File: src/rtl/alu4_pkg.sv
package alu4_pkg;

    localparam int unsigned DATA_W = 4;
    localparam int unsigned FUNC_W = 3;

    typedef enum logic [FUNC_W-1:0] {
        FN_ADD  = 3'b000,
        FN_SUB  = 3'b001,
        FN_PASS = 3'b010,
        FN_RSUB = 3'b011,
        FN_AND  = 3'b100,
        FN_RSV5 = 3'b101,
        FN_ZERO = 3'b110,
        FN_RSV7 = 3'b111
    } alu_fn_e;

    typedef struct packed {
        logic swap;      // route y to adder A, x to adder B
        logic kill_b;    // force second operand to zero
        logic inv_b;     // invert second operand
        logic cin;       // adder carry-in
        logic pick_and;  // output the AND path instead of the sum
        logic valid;     // code is not reserved
    } alu_ctl_t;

    function automatic alu_ctl_t decode_fn(input logic [FUNC_W-1:0] code);
        alu_ctl_t c;
        c.swap     = code[1] & code[0];
        c.kill_b   = code[1] & ~code[0];
        c.inv_b    = code[0];
        c.cin      = code[0];
        c.pick_and = code[2];
        c.valid    = ~(code[2] & code[0]);
        return c;
    endfunction

endpackage

File: src/rtl/alu4_decode.sv
module alu4_decode
    import alu4_pkg::*;
(
    input  logic [FUNC_W-1:0] f,
    output alu_ctl_t          ctl
);

    always_comb begin
        ctl = decode_fn(f);
    end

    always_comb begin
        // swapping and zeroing never act together
        assert_route_exclusive_R4: assert ($onehot0({ctl.swap, ctl.kill_b}))
            else $error("swap and kill_b both active");
    end

endmodule

File: src/rtl/alu4_operand.sv
module alu4_operand
    import alu4_pkg::*;
#(
    parameter int unsigned W = DATA_W
) (
    input  logic [W-1:0] x,
    input  logic [W-1:0] y,
    input  alu_ctl_t     ctl,
    output logic [W-1:0] a,
    output logic [W-1:0] b,
    output logic [W-1:0] and_res
);

    logic [W-1:0] b_src;
    logic [W-1:0] b_gated;

    always_comb begin
        a       = ctl.swap ? y : x;
        b_src   = ctl.swap ? x : y;
        b_gated = ctl.kill_b ? '0 : b_src;
        b       = ctl.inv_b ? ~b_gated : b_gated;
        and_res = a & b_gated;
    end

    always_comb begin
        // an inverted operand is always paired with a raised carry-in
        assert_twos_comp_R2: assert (!ctl.inv_b || ctl.cin)
            else $error("inverted operand without carry-in");
    end

endmodule

File: src/rtl/alu4_adder.sv
module alu4_adder #(
    parameter int unsigned W = 4
) (
    input  logic [W-1:0] a,
    input  logic [W-1:0] b,
    input  logic         cin,
    output logic [W-1:0] sum
);

    logic [W-1:0] carry;

    assign carry[0] = cin;

    for (genvar i = 0; i < W; i++) begin : g_bit
        assign sum[i] = a[i] ^ b[i] ^ carry[i];
        if (i < W - 1) begin : g_carry
            assign carry[i+1] = (a[i] & b[i]) | (carry[i] & (a[i] ^ b[i]));
        end
    end

endmodule

File: src/rtl/alu4_core.sv
module alu4_core
    import alu4_pkg::*;
#(
    parameter int unsigned W = DATA_W
) (
    input  logic [W-1:0]      x,
    input  logic [W-1:0]      y,
    input  logic [FUNC_W-1:0] f,
    output logic [W-1:0]      r
);

    alu_ctl_t     ctl;
    logic [W-1:0] op_a;
    logic [W-1:0] op_b;
    logic [W-1:0] and_res;
    logic [W-1:0] sum;

    alu4_decode u_decode (
        .f   (f),
        .ctl (ctl)
    );

    alu4_operand #(.W(W)) u_operand (
        .x       (x),
        .y       (y),
        .ctl     (ctl),
        .a       (op_a),
        .b       (op_b),
        .and_res (and_res)
    );

    alu4_adder #(.W(W)) u_adder (
        .a   (op_a),
        .b   (op_b),
        .cin (ctl.cin),
        .sum (sum)
    );

    always_comb begin
        if (!ctl.valid)        r = '0;
        else if (ctl.pick_and) r = and_res;
        else                   r = sum;
    end

    always_comb begin
        if (f == FN_ADD)
            assert_add_wraps_R1: assert (r == W'(x + y))
                else $error("add result mismatch");
        if (f == FN_PASS)
            assert_pass_x_R3: assert (r == x)
                else $error("pass result mismatch");
        if (f == FN_ZERO)
            assert_clear_R6: assert (r == '0)
                else $error("clear result nonzero");
        if (f == FN_RSV5 || f == FN_RSV7)
            assert_reserved_zero_R7: assert (r == '0)
                else $error("reserved code result nonzero");
    end

endmodule

File: config.mk
export PLATFORM = sky130hd
export DESIGN_NAME = alu4_core
export DESIGN_NICKNAME = d
export VERILOG_FILES = /design/src/rtl/alu4_pkg.sv /design/src/rtl/alu4_decode.sv /design/src/rtl/alu4_operand.sv /design/src/rtl/alu4_adder.sv /design/src/rtl/alu4_core.sv
export SDC_FILE = /design/constraint.sdc
export NUM_CORES = 1
export LEC_CHECK = 0
export BUFFER_PORTS_ARGS = -buffer_cell sky130_fd_sc_hd__buf_2
export CORE_AREA = 2 2 39 41
export DETAILED_ROUTE_END_ITERATION = 16
export DIE_AREA = 0 0 41 43
export PLACE_DENSITY_LB_ADDON = 0.12
export SLEW_MARGIN = 20
export SYNTH_ARGS = -nofsm -noshare
export SYNTH_HDL_FRONTEND = slang
export SYNTH_SLANG_ARGS = --single-unit
File: constraint.sdc
create_clock -name vclk -period 3.74
set_clock_uncertainty 0.1 [all_clocks]
set_input_delay 0.187 -clock vclk [all_inputs]
set_output_delay 0.187 -clock vclk [all_outputs]
set_load 0.005 [all_outputs]
==> run_results.csv, run 1 <==
group,metric,value,unit
outcome,status,"complete, no violations",
routing,vias,332,
routing,drt-pass1-iter-count,3,
global_routing,grt_start_max_net_pins,12,
timing,max_freq,0.363,GHz
timing,timing.setup.tns,0,ns
cells_and_area,nFlopsAndLatches,0,
synthesis,syn-cell-area,280,µm²
synthesis,synth_warnings,0,
cells_and_area,regArea,0,µm²
global_routing,grt_pass1_vias,276,
timing,hold_viol_final,0,
routing,drc,0,
routing,wl_per_cell,10.5,µm
timing,slew_headroom,0.792,
routing,vias_per_cell,5.03,
placed_design,dpl_cell_area,353,µm²
die,die_area,1760,µm²
die,std_cell_rows,14,
cells_and_area,nNetsFinal,65,
placed_design,hpwlAfterDp,583,µm
critical_path,crit_type,"input pin to output pin",
placed_design,portBuffers,15,
pwr,powerDensity,140,nW/µm²
die,core-area,1380,µm²
synthesis,ys_top_cells_by_area,"fa_1 14%, xnor2_1 9.4%, mux2_1 8.0%",
critical_path,path_max_fanout,10,
synthesis,yosys.area.top_type,"fa_1",
critical_path,timing.critical_path.to,"r[3]",
cells_and_area,antenna_cells,0,
global_routing,grt_pass1_wl,1080,µm
timing,final.min_clock_period,2.75,ns
critical_path,cp-startpoint,"f[0]",
synthesis,synth-seq-area-share,0,
critical_path,critPathLaunchType,"input pin",
cells_and_area,nFillCells,158,
cells_and_area,post-route-util,0.255,
routing,ant_nets,0,
timing,setup_violations,0,
routing,wirelength,693,µm
global_routing,grt-ovfl-total,0,
die,initial_utilization,0.203,
critical_path,crit_required,3.45,ns
clock_network,ctsResizeCount,0,
global_routing,antenna_found_initial,0,
pwr,leakage,0.153,nW
cells_and_area,drive_gt1_frac,0.320,
timing,post-route-period-util,0.736,
cells_and_area,finalInstanceArea,353,µm²
cells_and_area,clkbuf_count,0,
clock_network,postCtsSetupRepairBufs,0,
clock_network,ctsHoldBuffers,0,
cells_and_area,final_common_cell,"buf_2",
synthesis,synth_top_area_share,0.143,
die,fp.dieW,41,µm
min_path,hold_class,"input pin to output pin",
critical_path,end_kind,"output pin",
timing,rsz0062_at_grt,"false",
timing,slew_violations,0,
synthesis,synth_cell_type_count,26,
routing,drtIter0Drc,1,
die,die_y,43,µm
flow_run,maxCapViolations,0,
synthesis,synth.net_count,51,
cells_and_area,final_cell_mix,"15 x buf_2, 4 x inv_1, 3 x xnor2_1, 3 x o21ai_0",
synthesis,synthCells,38,
cells_and_area,syn_to_final_growth,25.9,%
synthesis,synth_area_per_cell,7.38,µm²
die,pin_count,15,
timing,holdWs,0.617,ns
global_routing,grt_usage,0.0813,
placed_design,place_congestion,0.628,
pwr,ir_drop,0.0377,mV
pwr,p_total,0.0000493,W
critical_path,crit_arrival,2.47,ns
timing,worst_pin_slew,0.312,ns
## worst min path at each step
stage / start / depth (start not counted) / to / slack (ns)
5_1_grt: x[1] / 4 / r[1] / 0.64
4_1_cts: x[1] / 4 / r[1] / 0.62
6_report: x[1] / 4 / r[1] / 0.62
3_5_place_dp: x[1] / 4 / r[1] / 0.62
2_1_floorplan: y[0] / 1 / r[0] / 0.40
3_3_place_gp: x[1] / 4 / r[1] / 0.61
## logic make-up (layout without fill, tap and decap cells)
kind of cell / Yosys count / count (layout) / synth area share
AOI/OAI and AO/OA: 12 / 12 / 0.308
xor gates and xnor gates: 3 / 3 / 0.0938
adders and majority gates: 2 / 2 / 0.143
buffers and inverters: 7 / 19 / 0.134
muxes: 2 / 2 / 0.0804
and+or+nand+nor: 12 / 12 / 0.241
## power breakdown
part / switching, W / internal (W)
sequential: 0 / 0
clock: 0 / 0
combinational: 0.0000255 / 0.0000237
total: 0.0000255 / 0.0000237
## cells in the mapped netlist (2+ instances only)
cell / number
o22ai_1: 2
inv_1: 4
mux2_1: 2
o21ai_0: 3
fa_1: 2
nand4_1: 2
nor2_1: 2
xnor2_1: 3
## metrics by stage
step                cells  setup slack (ns)
finish                 66             0.986
global route           66             0.820
CTS                    66             0.969
detailed placement     66             0.974
global placement       66             0.956
floorplan              38              1.21
## layout make-up
| cell class | instances | area, µm² | area share |
|---|---|---|---|
| multi-input cells | 31 | 243 | 0.688 |
| repair buffers | 15 | 75.1 | 0.213 |
| well taps | 16 | 20.0 | 0.0567 |
| inverters | 4 | 15.0 | 0.0426 |
## worst max-delay path: stages
cell	delay (ns)
buf_2	0.19
nand2_1	0.14
mux2_1	0.36
fa_1	0.44
fa_1	0.43
xnor2_1	0.16
a2111o_1	0.38
nand3_1	0.07
buf_2	0.11
## routing by layer
layer	share of wire	vias up	GRT usage	wire length (µm)
met1	0.45	159	0.116	312
met4	0	0	0	0
met2	0.49	7	0.141	339
met3	0.061	0	0	42
met5	0	-	0	0
li1	-	166	-	-
Note: power is estimated with default switching activity, not from simulation.
==> run 2: changes to the inputs <==
clock period = 2.6 ns   (was 3.74 ns; I/O delays follow)
==> run 2 against run 1 <==
Compared with the run above: combinational power rose by 53%; non-clock buffer count rose by 3; routed wire length rose by 2.9%; sequential share of layout area did not move; final area rose by 6.4%; total power rose by 53%; global-route usage rose by 1.1 points; flip-flop and latch count did not move; via count did not move; final cell count rose by 4.5%; die area did not move; critical path depth did not move; critical path type unchanged; largest power group unchanged.
==> run_results.csv, run 2 (same netlist as run 1, synthesis figures left out) <==
group,metric,value,unit
placed_design,portBuffers,15,
routing,wl_per_cell,10.3,µm
cells_and_area,finalInstanceArea,375,µm²
clock_network,postCtsSetupRepairBufs,0,
critical_path,end_kind,"output pin",
timing,worst_pin_slew,0.314,ns
cells_and_area,final_cell_mix,"15 x buf_2, 4 x inv_1, 3 x xnor2_1, 3 x o21ai_0, 3 x buf_4",
global_routing,grt_start_max_net_pins,12,
pwr,power_frac_seq,0,
global_routing,antenna_found_initial,0,
placed_design,place_congestion,0.654,
cells_and_area,regArea,0,µm²
timing,timing.setup.tns,0,ns
routing,ant_nets,0,
placed_design,dp_slack,0.118,ns
pwr,p_int,0.0000378,W
routing,drc,0,
outcome,status,"complete, no violations",
die,fp.dieW,41,µm
pwr,powerDensity,201,nW/µm²
global_routing,grt-ovfl-total,0,
clock_network,ctsResizeCount,0,
critical_path,critPathLaunchType,"input pin",
placed_design,hpwlAfterDp,612,µm
timing,final.min_clock_period,2.46,ns
die,die_area,1760,µm²
routing,vias,332,
die,pin_count,15,
timing,slew_headroom,0.790,
die,die_y,43,µm
min_path,hold_class,"input pin to output pin",
cells_and_area,clkbuf_count,0,
critical_path,crit_arrival,2.23,ns
timing,hold_viol_final,0,
timing,max_freq,0.406,GHz
cells_and_area,post-route-util,0.271,
cells_and_area,final_common_cell,"buf_2",
cells_and_area,drive_gt1_frac,0.358,
routing,wirelength,713,µm
min_path,whs_path_depth,4,
global_routing,grt_usage,0.0923,
flow_run,maxCapViolations,0,
placed_design,dpl_cell_area,375,µm²
pwr,ir_drop,0.0573,mV
die,initial_utilization,0.203,
critical_path,path_max_fanout,3,
timing,setup_ws,0.137,ns
critical_path,crit_type,"input pin to output pin",
cells_and_area,syn_to_final_growth,33.9,%
critical_path,crit_required,2.37,ns
global_routing,grt_pass1_wl,1240,µm
pwr,p_switching,0.0000377,W
cells_and_area,antenna_cells,0,
cells_and_area,nFillCells,167,
pwr,leakage,0.167,nW
timing,setup_violations,0,
timing,post-route-period-util,0.947,
pwr,clkPwrFrac,0,
timing,rsz0062_at_grt,"false",
cells_and_area,nNetsFinal,68,
pwr,netSwitchingFraction,0.499,
routing,drt-pass1-iter-count,2,
routing,vias_per_cell,4.81,
die,std_cell_rows,14,
die,core-area,1380,µm²
global_routing,grt_pass1_vias,312,
clock_network,ctsHoldBuffers,0,
routing,drtIter0Drc,1,
pwr,p_comb_frac,1.000,
cells_and_area,nFlopsAndLatches,0,
timing,slew_violations,0,
==> run 2: changes by cell type in the layout (fill, tap and decap cells not counted), sizes merged <==
| cell | before | now |
|---|---|---|
| buf | 15 | 18 |
==> run 2: area by class of cell <==
class	count	area, µm²	share of cell area
Inverter	4	15.0	0.0400
Multi-Input combinational cell	31	243	0.647
Tap cell	16	20.0	0.0533
Timing Repair Buffer	18	97.6	0.260
==> run 2: per-layer routing <==
layer	global-route usage	share of wire	vias up
li1	-	-	171
met1	0.131	0.45	154
met2	0.159	0.49	7
met3	0	0.062	0
met4	0	0	0
met5	0	0	-
==> run 2: critical path, stage by stage <==
cell      delay, ns
buf_2          0.10
nand2_1        0.08
mux2_1         0.35
fa_1           0.44
fa_1           0.43
xnor2_1        0.16
a2111o_1       0.37
nand3_1        0.06
buf_2          0.11
==> run 2: final timing paths <==
| check | slack, ns | startpoint | to |
|---|---|---|---|
| min | 0.50 | x[1] | r[1] |
| max | 0.14 | f[0] | r[3] |
==> run 2: power by group through the flow <==
stage	combinational (W)	sequential, W	clock (W)
global route	0.0000858	0	0
global placement	0.0000772	0	0
CTS	0.0000775	0	0
floorplan	0.0000478	0	0
detailed placement	0.0000769	0	0
finish	0.0000755	0	0
==> run 2: per-stage QoR <==
stage / hold WS, ns / std cells / power (W)
after global placement: 0.512 / 69 / 0.0000772
after detailed placement: 0.495 / 69 / 0.0000769
final: 0.498 / 69 / 0.0000755
after CTS: 0.496 / 69 / 0.0000775
after global routing: 0.536 / 69 / 0.0000858
after floorplan: 0.285 / 38 / 0.0000478
